--- src/rtl/i2s4_pkg.sv ---
package i2s4_pkg;
  parameter int unsigned SAMPLE_W = 18;

  typedef enum logic {
    CH_LEFT  = 1'b0,
    CH_RIGHT = 1'b1
  } chan_e;
endpackage

--- src/rtl/i2s4_slot_timer.sv ---
module i2s4_slot_timer
  import i2s4_pkg::*;
#(
  parameter int unsigned W  = SAMPLE_W,
  parameter int unsigned CW = $clog2(W + 1)
) (
  input  logic          clk,
  input  logic          rst,
  input  logic          ws,
  output chan_e         cur_chan,
  output logic          slot_end,
  output logic [CW-1:0] bit_pos,
  output logic          bit_live
);
  localparam logic [CW-1:0] POS_MAX = CW'(W);

  logic ws_q;

  // The bit sampled on this edge belongs to the slot selected on the previous edge.
  assign cur_chan = chan_e'(ws_q);
  assign slot_end = (ws != ws_q);
  assign bit_live = (bit_pos < POS_MAX);

  always_ff @(posedge clk) begin
    if (rst) begin
      ws_q    <= 1'b0;
      bit_pos <= '0;
    end else begin
      ws_q <= ws;
      if (slot_end)
        bit_pos <= '0;
      else if (bit_pos != POS_MAX)
        bit_pos <= bit_pos + 1'b1;
    end
  end

  // the in-slot bit position saturates at the word width
  assert_pos_bounded_R4: assert property (@(posedge clk) disable iff (rst)
    bit_pos <= POS_MAX);

  // a new slot starts counting from its first bit
  assert_restart_after_edge_R3: assert property (@(posedge clk) disable iff (rst)
    slot_end |=> (bit_pos == '0));
endmodule

--- src/rtl/i2s4_lane_deser.sv ---
module i2s4_lane_deser
  import i2s4_pkg::*;
#(
  parameter int unsigned W  = SAMPLE_W,
  parameter int unsigned CW = $clog2(W + 1)
) (
  input  logic          clk,
  input  logic          rst,
  input  logic          sd,
  input  chan_e         cur_chan,
  input  logic          slot_end,
  input  logic [CW-1:0] bit_pos,
  input  logic          bit_live,
  output logic [W-1:0]  left_word,
  output logic [W-1:0]  word_now
);
  localparam int unsigned TOP_BIT = W - 1;

  logic [W-1:0] acc;
  logic [W-1:0] sd_vec;
  logic [W-1:0] ins;

  // Drop the sampled bit into its MSB-first position; nothing is added past the last bit.
  assign sd_vec   = {{(W-1){1'b0}}, sd};
  assign ins      = bit_live ? (sd_vec << (TOP_BIT - 32'(bit_pos))) : '0;
  assign word_now = acc | ins;

  always_ff @(posedge clk) begin
    if (rst) begin
      acc       <= '0;
      left_word <= '0;
    end else if (slot_end) begin
      acc <= '0;
      if (cur_chan == CH_LEFT)
        left_word <= word_now;
    end else begin
      acc <= word_now;
    end
  end

  // bits past the word width leave the partial word untouched
  assert_excess_ignored_R4: assert property (@(posedge clk) disable iff (rst)
    (!bit_live && !slot_end) |=> $stable(acc));
endmodule

--- src/rtl/i2s_quad_rx.sv ---
module i2s_quad_rx
  import i2s4_pkg::*;
#(
  parameter int unsigned W = SAMPLE_W
) (
  input  logic         clk,
  input  logic         rst,
  input  logic         ws,
  input  logic         sd_front,
  input  logic         sd_rear,
  output logic [W-1:0] fl_word,
  output logic [W-1:0] fr_word,
  output logic [W-1:0] rl_word,
  output logic [W-1:0] rr_word,
  output logic         frame_valid
);
  localparam int unsigned CW    = $clog2(W + 1);
  localparam int unsigned LANES = 2;

  chan_e         cur_chan;
  logic          slot_end;
  logic [CW-1:0] bit_pos;
  logic          bit_live;

  logic [LANES-1:0] sd_bus;
  logic [W-1:0]     left_w [LANES];
  logic [W-1:0]     now_w  [LANES];

  logic seen_edge;
  logic left_ok;
  logic frame_fire;

  assign sd_bus = {sd_rear, sd_front};

  i2s4_slot_timer #(.W(W), .CW(CW)) u_timer (
    .clk      (clk),
    .rst      (rst),
    .ws       (ws),
    .cur_chan (cur_chan),
    .slot_end (slot_end),
    .bit_pos  (bit_pos),
    .bit_live (bit_live)
  );

  for (genvar g = 0; g < LANES; g++) begin : g_lane
    i2s4_lane_deser #(.W(W), .CW(CW)) u_lane (
      .clk       (clk),
      .rst       (rst),
      .sd        (sd_bus[g]),
      .cur_chan  (cur_chan),
      .slot_end  (slot_end),
      .bit_pos   (bit_pos),
      .bit_live  (bit_live),
      .left_word (left_w[g]),
      .word_now  (now_w[g])
    );
  end

  // Framing: a left word counts only if it began at a word-select change.
  always_ff @(posedge clk) begin
    if (rst) begin
      seen_edge <= 1'b0;
      left_ok   <= 1'b0;
    end else if (slot_end) begin
      seen_edge <= 1'b1;
      if (cur_chan == CH_LEFT && seen_edge)
        left_ok <= 1'b1;
    end
  end

  assign frame_fire = slot_end && (cur_chan == CH_RIGHT) && left_ok;

  // Registered output bank: all four words move on the same edge.
  always_ff @(posedge clk) begin
    if (rst) begin
      fl_word     <= '0;
      fr_word     <= '0;
      rl_word     <= '0;
      rr_word     <= '0;
      frame_valid <= 1'b0;
    end else begin
      frame_valid <= frame_fire;
      if (frame_fire) begin
        fl_word <= left_w[0];
        fr_word <= now_w[0];
        rl_word <= left_w[1];
        rr_word <= now_w[1];
      end
    end
  end

  // strobe lasts exactly one cycle
  assert_single_pulse_R7: assert property (@(posedge clk) disable iff (rst)
    frame_valid |=> !frame_valid);

  // outputs hold between strobes
  assert_words_hold_R7: assert property (@(posedge clk) disable iff (rst)
    !frame_valid |-> $stable({fl_word, fr_word, rl_word, rr_word}));

  // strobe only follows a high-to-low word-select change
  assert_fire_on_right_end_R2: assert property (@(posedge clk) disable iff (rst)
    frame_valid |-> (!$past(ws) && $past(ws, 2)));
endmodule

--- config.mk ---
export PLATFORM = sky130hd
export DESIGN_NAME = i2s_quad_rx
export DESIGN_NICKNAME = d
export VERILOG_FILES = /design/src/rtl/i2s4_pkg.sv /design/src/rtl/i2s4_slot_timer.sv /design/src/rtl/i2s4_lane_deser.sv /design/src/rtl/i2s_quad_rx.sv
export SDC_FILE = /design/constraint.sdc
export NUM_CORES = 1
export LEC_CHECK = 0
export ABC_AREA = 1
export BUFFER_PORTS_ARGS = -buffer_cell sky130_fd_sc_hd__buf_2
export CAP_MARGIN = 25
export CORE_MARGIN = 2
export CORE_UTILIZATION = 45
export CTS_BUF_LIST = sky130_fd_sc_hd__clkbuf_8
export DETAILED_ROUTE_END_ITERATION = 16
export PLACE_DENSITY_LB_ADDON = 0.05
export RECOVER_POWER = 50
export SLEW_MARGIN = 25
export SYNTH_ARGS = -nofsm -noshare
export SYNTH_HDL_FRONTEND = slang
export SYNTH_HIERARCHICAL = 1
export SYNTH_SLANG_ARGS = --single-unit
export TNS_END_PERCENT = 100
--- constraint.sdc ---
create_clock -name clk -period 2.1 [get_ports clk]
set_clock_uncertainty 0.1 [all_clocks]
set_input_delay 0.21 -clock clk [delete_from_list [all_inputs] [get_ports clk]]
set_output_delay 0.21 -clock clk [all_outputs]
set_load 0.01 [all_outputs]
-- After elaboration in Yosys (flattened, before gate mapping)
Index checks and enable logic that the tools add are counted.
- add/sub/neg operators: 2
- order comparisons: 1
- eq/ne operators: 2
- shift-type cells: 2
- multiplexer cells: 2
- bitwise gates (word level): 3
- reduce and logical (&&, ||, !) cells: 6
- operators with widths (kind ; count):
    left shift 1 x 32 -> 18 bit ; 2
    two-way mux 18 bit ; 2
    bitwise OR 18 bit ; 2
    subtractor 5 x 5 -> 6 bit, first input constant ; 1
    adder 5 x 1 -> 5 bit, second input constant ; 1
    < comparator 5 bit, second input constant ; 1
    inequality test 5 bit, second input constant ; 1
    AND reduction 2 bit ; 2
    logical AND 1 bit ; 3
    OR reduction 2 bit ; 1
    inequality test 1 bit ; 1
    NOT 1 bit ; 1
- flip-flop bits (word level): 153
- input bits: 5
- word-level logic and storage cells: 31

-- Logic depth before layout (Yosys ltp)
- depth after elaboration: 4
- gate-level depth with buffers: 12
- gate-level depth less buffers: 12

-- By module
The synthesis kept the hierarchy.
- modules (own cells, without submodules) (module ; instances ; cells an instance ; area an instance (um^2)):
    i2s4_lane_deser ; 2 ; 243 ; 1684.1
    i2s_quad_rx ; 1 ; 466 ; 3158.0
    i2s4_slot_timer ; 1 ; 42 ; 299.0

-- Least setup slack after synthesis
No wires, ideal clock.
- path type: reg2reg
- start: reg u_timer.bit_pos[1]
- end: reg fr_word[10]
- library setup time: 64 ps
- arrival: 1621 ps
- data required time: 1936 ps
- slack: 315 ps
- stages on the path, launching flop included: 10
- buffers on the path: 0
- path through: dfxtp_1 -> inv_1 -> ha_1 -> xnor2_2 -> inv_2 -> nor2_8 -> nand2_2 -> nand2_1 -> nor2_2 -> nor2_1
- RTL lines (what ; RTL line ; source):
    start, declared ; i2s4_slot_timer.sv:12 ; output logic [CW-1:0] bit_pos,
    start signal, assigned ; i2s4_slot_timer.sv:33 ; bit_pos <= bit_pos + 1'b1;
    end signal, assigned ; i2s_quad_rx.sv:85 ; fr_word <= now_w[0];
    end, declared ; i2s_quad_rx.sv:12 ; output logic [W-1:0] fr_word,

-- Worst setup path after layout
- start: reg u_timer.ws_q, in the netlist u_timer/cur_chan
- end: reg fr_word[12]
- word-level cells in the longest chain between the ends: 3
- RTL lines (what ; RTL line ; source):
    start, declared ; i2s4_slot_timer.sv:17 ; logic ws_q;
    start signal, assigned ; i2s4_slot_timer.sv:29 ; ws_q <= ws;
    inequality test 1 bit ; i2s4_slot_timer.sv:21 ; assign slot_end = (ws != ws_q);
    net slot_end ; i2s_quad_rx.sv:21 ; logic slot_end;
    logical AND 1 bit (2 in series) ; i2s_quad_rx.sv:71 ; assign frame_fire = slot_end && (cur_chan == CH_RIGHT) && left_ok;
The timed path passes the listed nets, and every way through them passes these cells.
A chain may end at the register's enable or synchronous reset.

==> results.json <==
{
  "place_congestion": 0.8021,
  "die_x_um": 127.2,
  "routed_wl_um": 14950,
  "hold_class": "input port to flip-flop",
  "start_kind": "flip-flop",
  "setup_viol": 0,
  "drt_pass1_iterations": 4,
  "fmax_mhz": 523.2,
  "dp_hpwl_um": 10200,
  "drv_cap": 0,
  "synth_seq_area_share": 0.4488,
  "antenna_found_initial": 0,
  "synth_top_area_share": 0.4488,
  "fin_area_um2": 7784,
  "maxSlewHeadroom": 0.5224,
  "p_per_area_nw_per_um2": 771.8,
  "start_util": 0.4540,
  "synth_most_common_cell": "nand2_1",
  "place_area_um2": 7452,
  "vias": 5623,
  "grt_usage": 0.1945,
  "tritoncts": "done",
  "num_io_pins": 78,
  "fin_cells": 1272,
  "routedWlPerCell_um": 11.75,
  "clock-sinks": 153,
  "grt_start_max_net_pins": 43,
  "holdCritStartpoint": "rst",
  "synth_xor_area_frac": 0.006049,
  "whs_ps": 67.16,
  "ys_top_cells_by_count": "nand2_1 (244), nor2_1 (193), inv_1 (166)",
  "synth_seq_cells": 153,
  "yosys.cell_types.count": 26,
  "fin_tns_setup_ps": 0,
  "crit_required_ps": 2350,
  "diodes": 0,
  "arrival_ps": 2160,
  "numCtsBuffers": 17,
  "clockBufferDepth": 2,
  "ys.flop_type": "dfxtp_1",
  "first_iter_violations": 246,
  "fin_ws_ps": 188.8,
  "cts.repair.resized": 0,
  "layout_min_cycle_time_ps": 1911,
  "r2r_slack_ps": 190,
  "synth-async-reset-ratio": 0,
  "grt_pass1_vias": 5129,
  "worstSetupPathType": "flip-flop to flip-flop",
  "synth_edf_count": 0,
  "muxShareOfSynthArea": 0,
  "root_buffer": "clkbuf_8",
  "r2r-start": "u_timer/cur_chan",
  "grt-ovfl-total": 0,
  "synth_fa_ha_area_frac": 0.007333,
  "end_kind": "flip-flop",
  "coreArea_um2": 15030,
  "nFillCells": 1653,
  "hold_path_depth": 2,
  "r2r-end": "fr_word[12]",
  "synth_compound_area_frac": 0.03190,
  "rsz0062_at_grt": "false",
  "synth_area_leaders": "dfxtp_1 (45%), nand2_1 (13%), nor2_1 (11%)",
  "maxSlewViolCount": 0,
  "nNetsFinal": 1081,
  "outcome": "complete, no violations",
  "synth_top_family_by_area": "simple AND/OR/NAND/NOR gates",
  "final_layout_size_suffix_gt1_frac": 0.1384,
  "dp.cells": 1240,
  "die-area_um2": 16170,
  "leakage_nw": 4.167,
  "yosysTopAreaCell": "dfxtp_1",
  "worst_pin_slew_ps": 716.5,
  "drc": 0,
  "hold_violations": 0,
  "portBuffers": 77,
  "final.period_utilization": 0.9101,
  "chipHeight_um": 127.2,
  "syn_to_final_growth_pct": 14.04,
  "worstSkewPairLatency_ps": 450,
  "rr_worst_depth": 9,
  "power_mw": 6.007,
  "min_to": "u_timer/cur_chan",
  "htree_levels": 4,
  "grt_pass1_wl_um": 24760,
  "syn_nets": 1003,
  "yosys_warnings": 6,
  "cp_max_fo": 42,
  "syn_area_um2": 6825,
  "netlist_instances": 994,
  "ant_nets": 0,
  "ir_worst_vdd_mv": 0.4507,
  "avgSynthCellArea_um2": 6.866,
  "viasPerCell": 4.421,
  "rows": 45,
  "place_ws_ps": 222.0,
  "synth_simple_gate_area_frac": 0.3765,
  "fin_util": 0.5178,
  "clkTransAtPathRegs_ps": 80
}
## cell type report
type                       count  area [µm²]  share of cell area
clock buffer                  20       275.3             0.03536
tap                          188       235.2             0.03022
timing repair buffer          96       509.2             0.06542
clock inverter                11       170.2             0.02186
multi-input combinational    633        2889              0.3712
inverter                     171       641.9             0.08246
sequential                   153        3063              0.3935
## worst max-delay path by stage
stage                             startpoint     endpoint  slack [ps]  depth (start not counted)
final                       u_timer/cur_chan  fr_word[12]         190                          9
after global routing      u_timer/bit_pos[2]  fr_word[14]          40                          9
after CTS                 u_timer/bit_pos[2]  fr_word[15]         190                          9
after detailed placement  u_timer/bit_pos[2]  fr_word[15]         220                          9
after global placement    u_timer/bit_pos[2]  fr_word[15]         230                          9
after floorplan           u_timer/bit_pos[1]  fr_word[10]         310                          9
## flip-flops by register name (all words and copies together), names as in the netlist, 5 cells and up
register,flops
u_timer/bit_pos,5
rr_word,18
fr_word,18
g_lane.u_lane/left_word,36
rl_word,18
g_lane.u_lane/acc,36
fl_word,18
## power by group
group / internal (mW) / switching, mW
Sequential: 2.99 / 0.0550
Combinational: 0.163 / 0.319
Clock: 1.38 / 1.10
Total: 4.53 / 1.48
## routing by layer
metal  track usage  vias to the layer above  routed length [µm]
met4       0.05818                        0                 127
met1        0.2340                     2476                6919
met3       0.04439                       12                 346
met5             0                        -                   0
met2        0.3469                       58                7557
li1              -                     3077                   -
## placed cells by master (no fill, tap or decap), drive strengths merged
| master | netlist | final |
|---|---|---|
| dlygate4sd3 | 0 | 1 |
| xnor2 | 2 | 2 |
| o31ai | 1 | 1 |
| nand3 | 51 | 51 |
| bufinv | 0 | 4 |
| nor2 | 251 | 251 |
| or2 | 2 | 2 |
| xor2 | 1 | 1 |
| clkinv | 0 | 4 |
| inv | 171 | 171 |
| a21oi | 42 | 42 |
| clkinvlp | 0 | 3 |
| nand4 | 9 | 9 |
| nand2 | 268 | 268 |
| ha | 4 | 4 |
| nand3b | 2 | 2 |
| buf | 30 | 22 |
| dfxtp | 153 | 153 |
| clkbuf | 5 | 93 |
## what timing repair did
item | CTS | global route
setup buffers | 0 | 0
hold endpoints to repair | 1 | 0
hold buffers | 1 | 0
## worst max-delay path, cell delays in order, from the launching register on
cell and delay, ps:
dfxtp_1 390, inv_1 50, nand2_1 70, nand2_1 180, nand3_4 150, buf_12 230, buf_2 420, nand2_1 100
nand2_1 80, nor2_1 40
## cell families after synthesis
| logic type | count (synthesis) |
|---|---|
| adder cells (fa/ha/maj) | 4 |
| buffers and inverters | 208 |
| XOR/XNOR | 3 |
| AO/OA/AOI/OAI | 43 |
| AND/OR/NAND/NOR | 583 |
| flip-flops | 153 |
(Power assumes the default switching activity.)
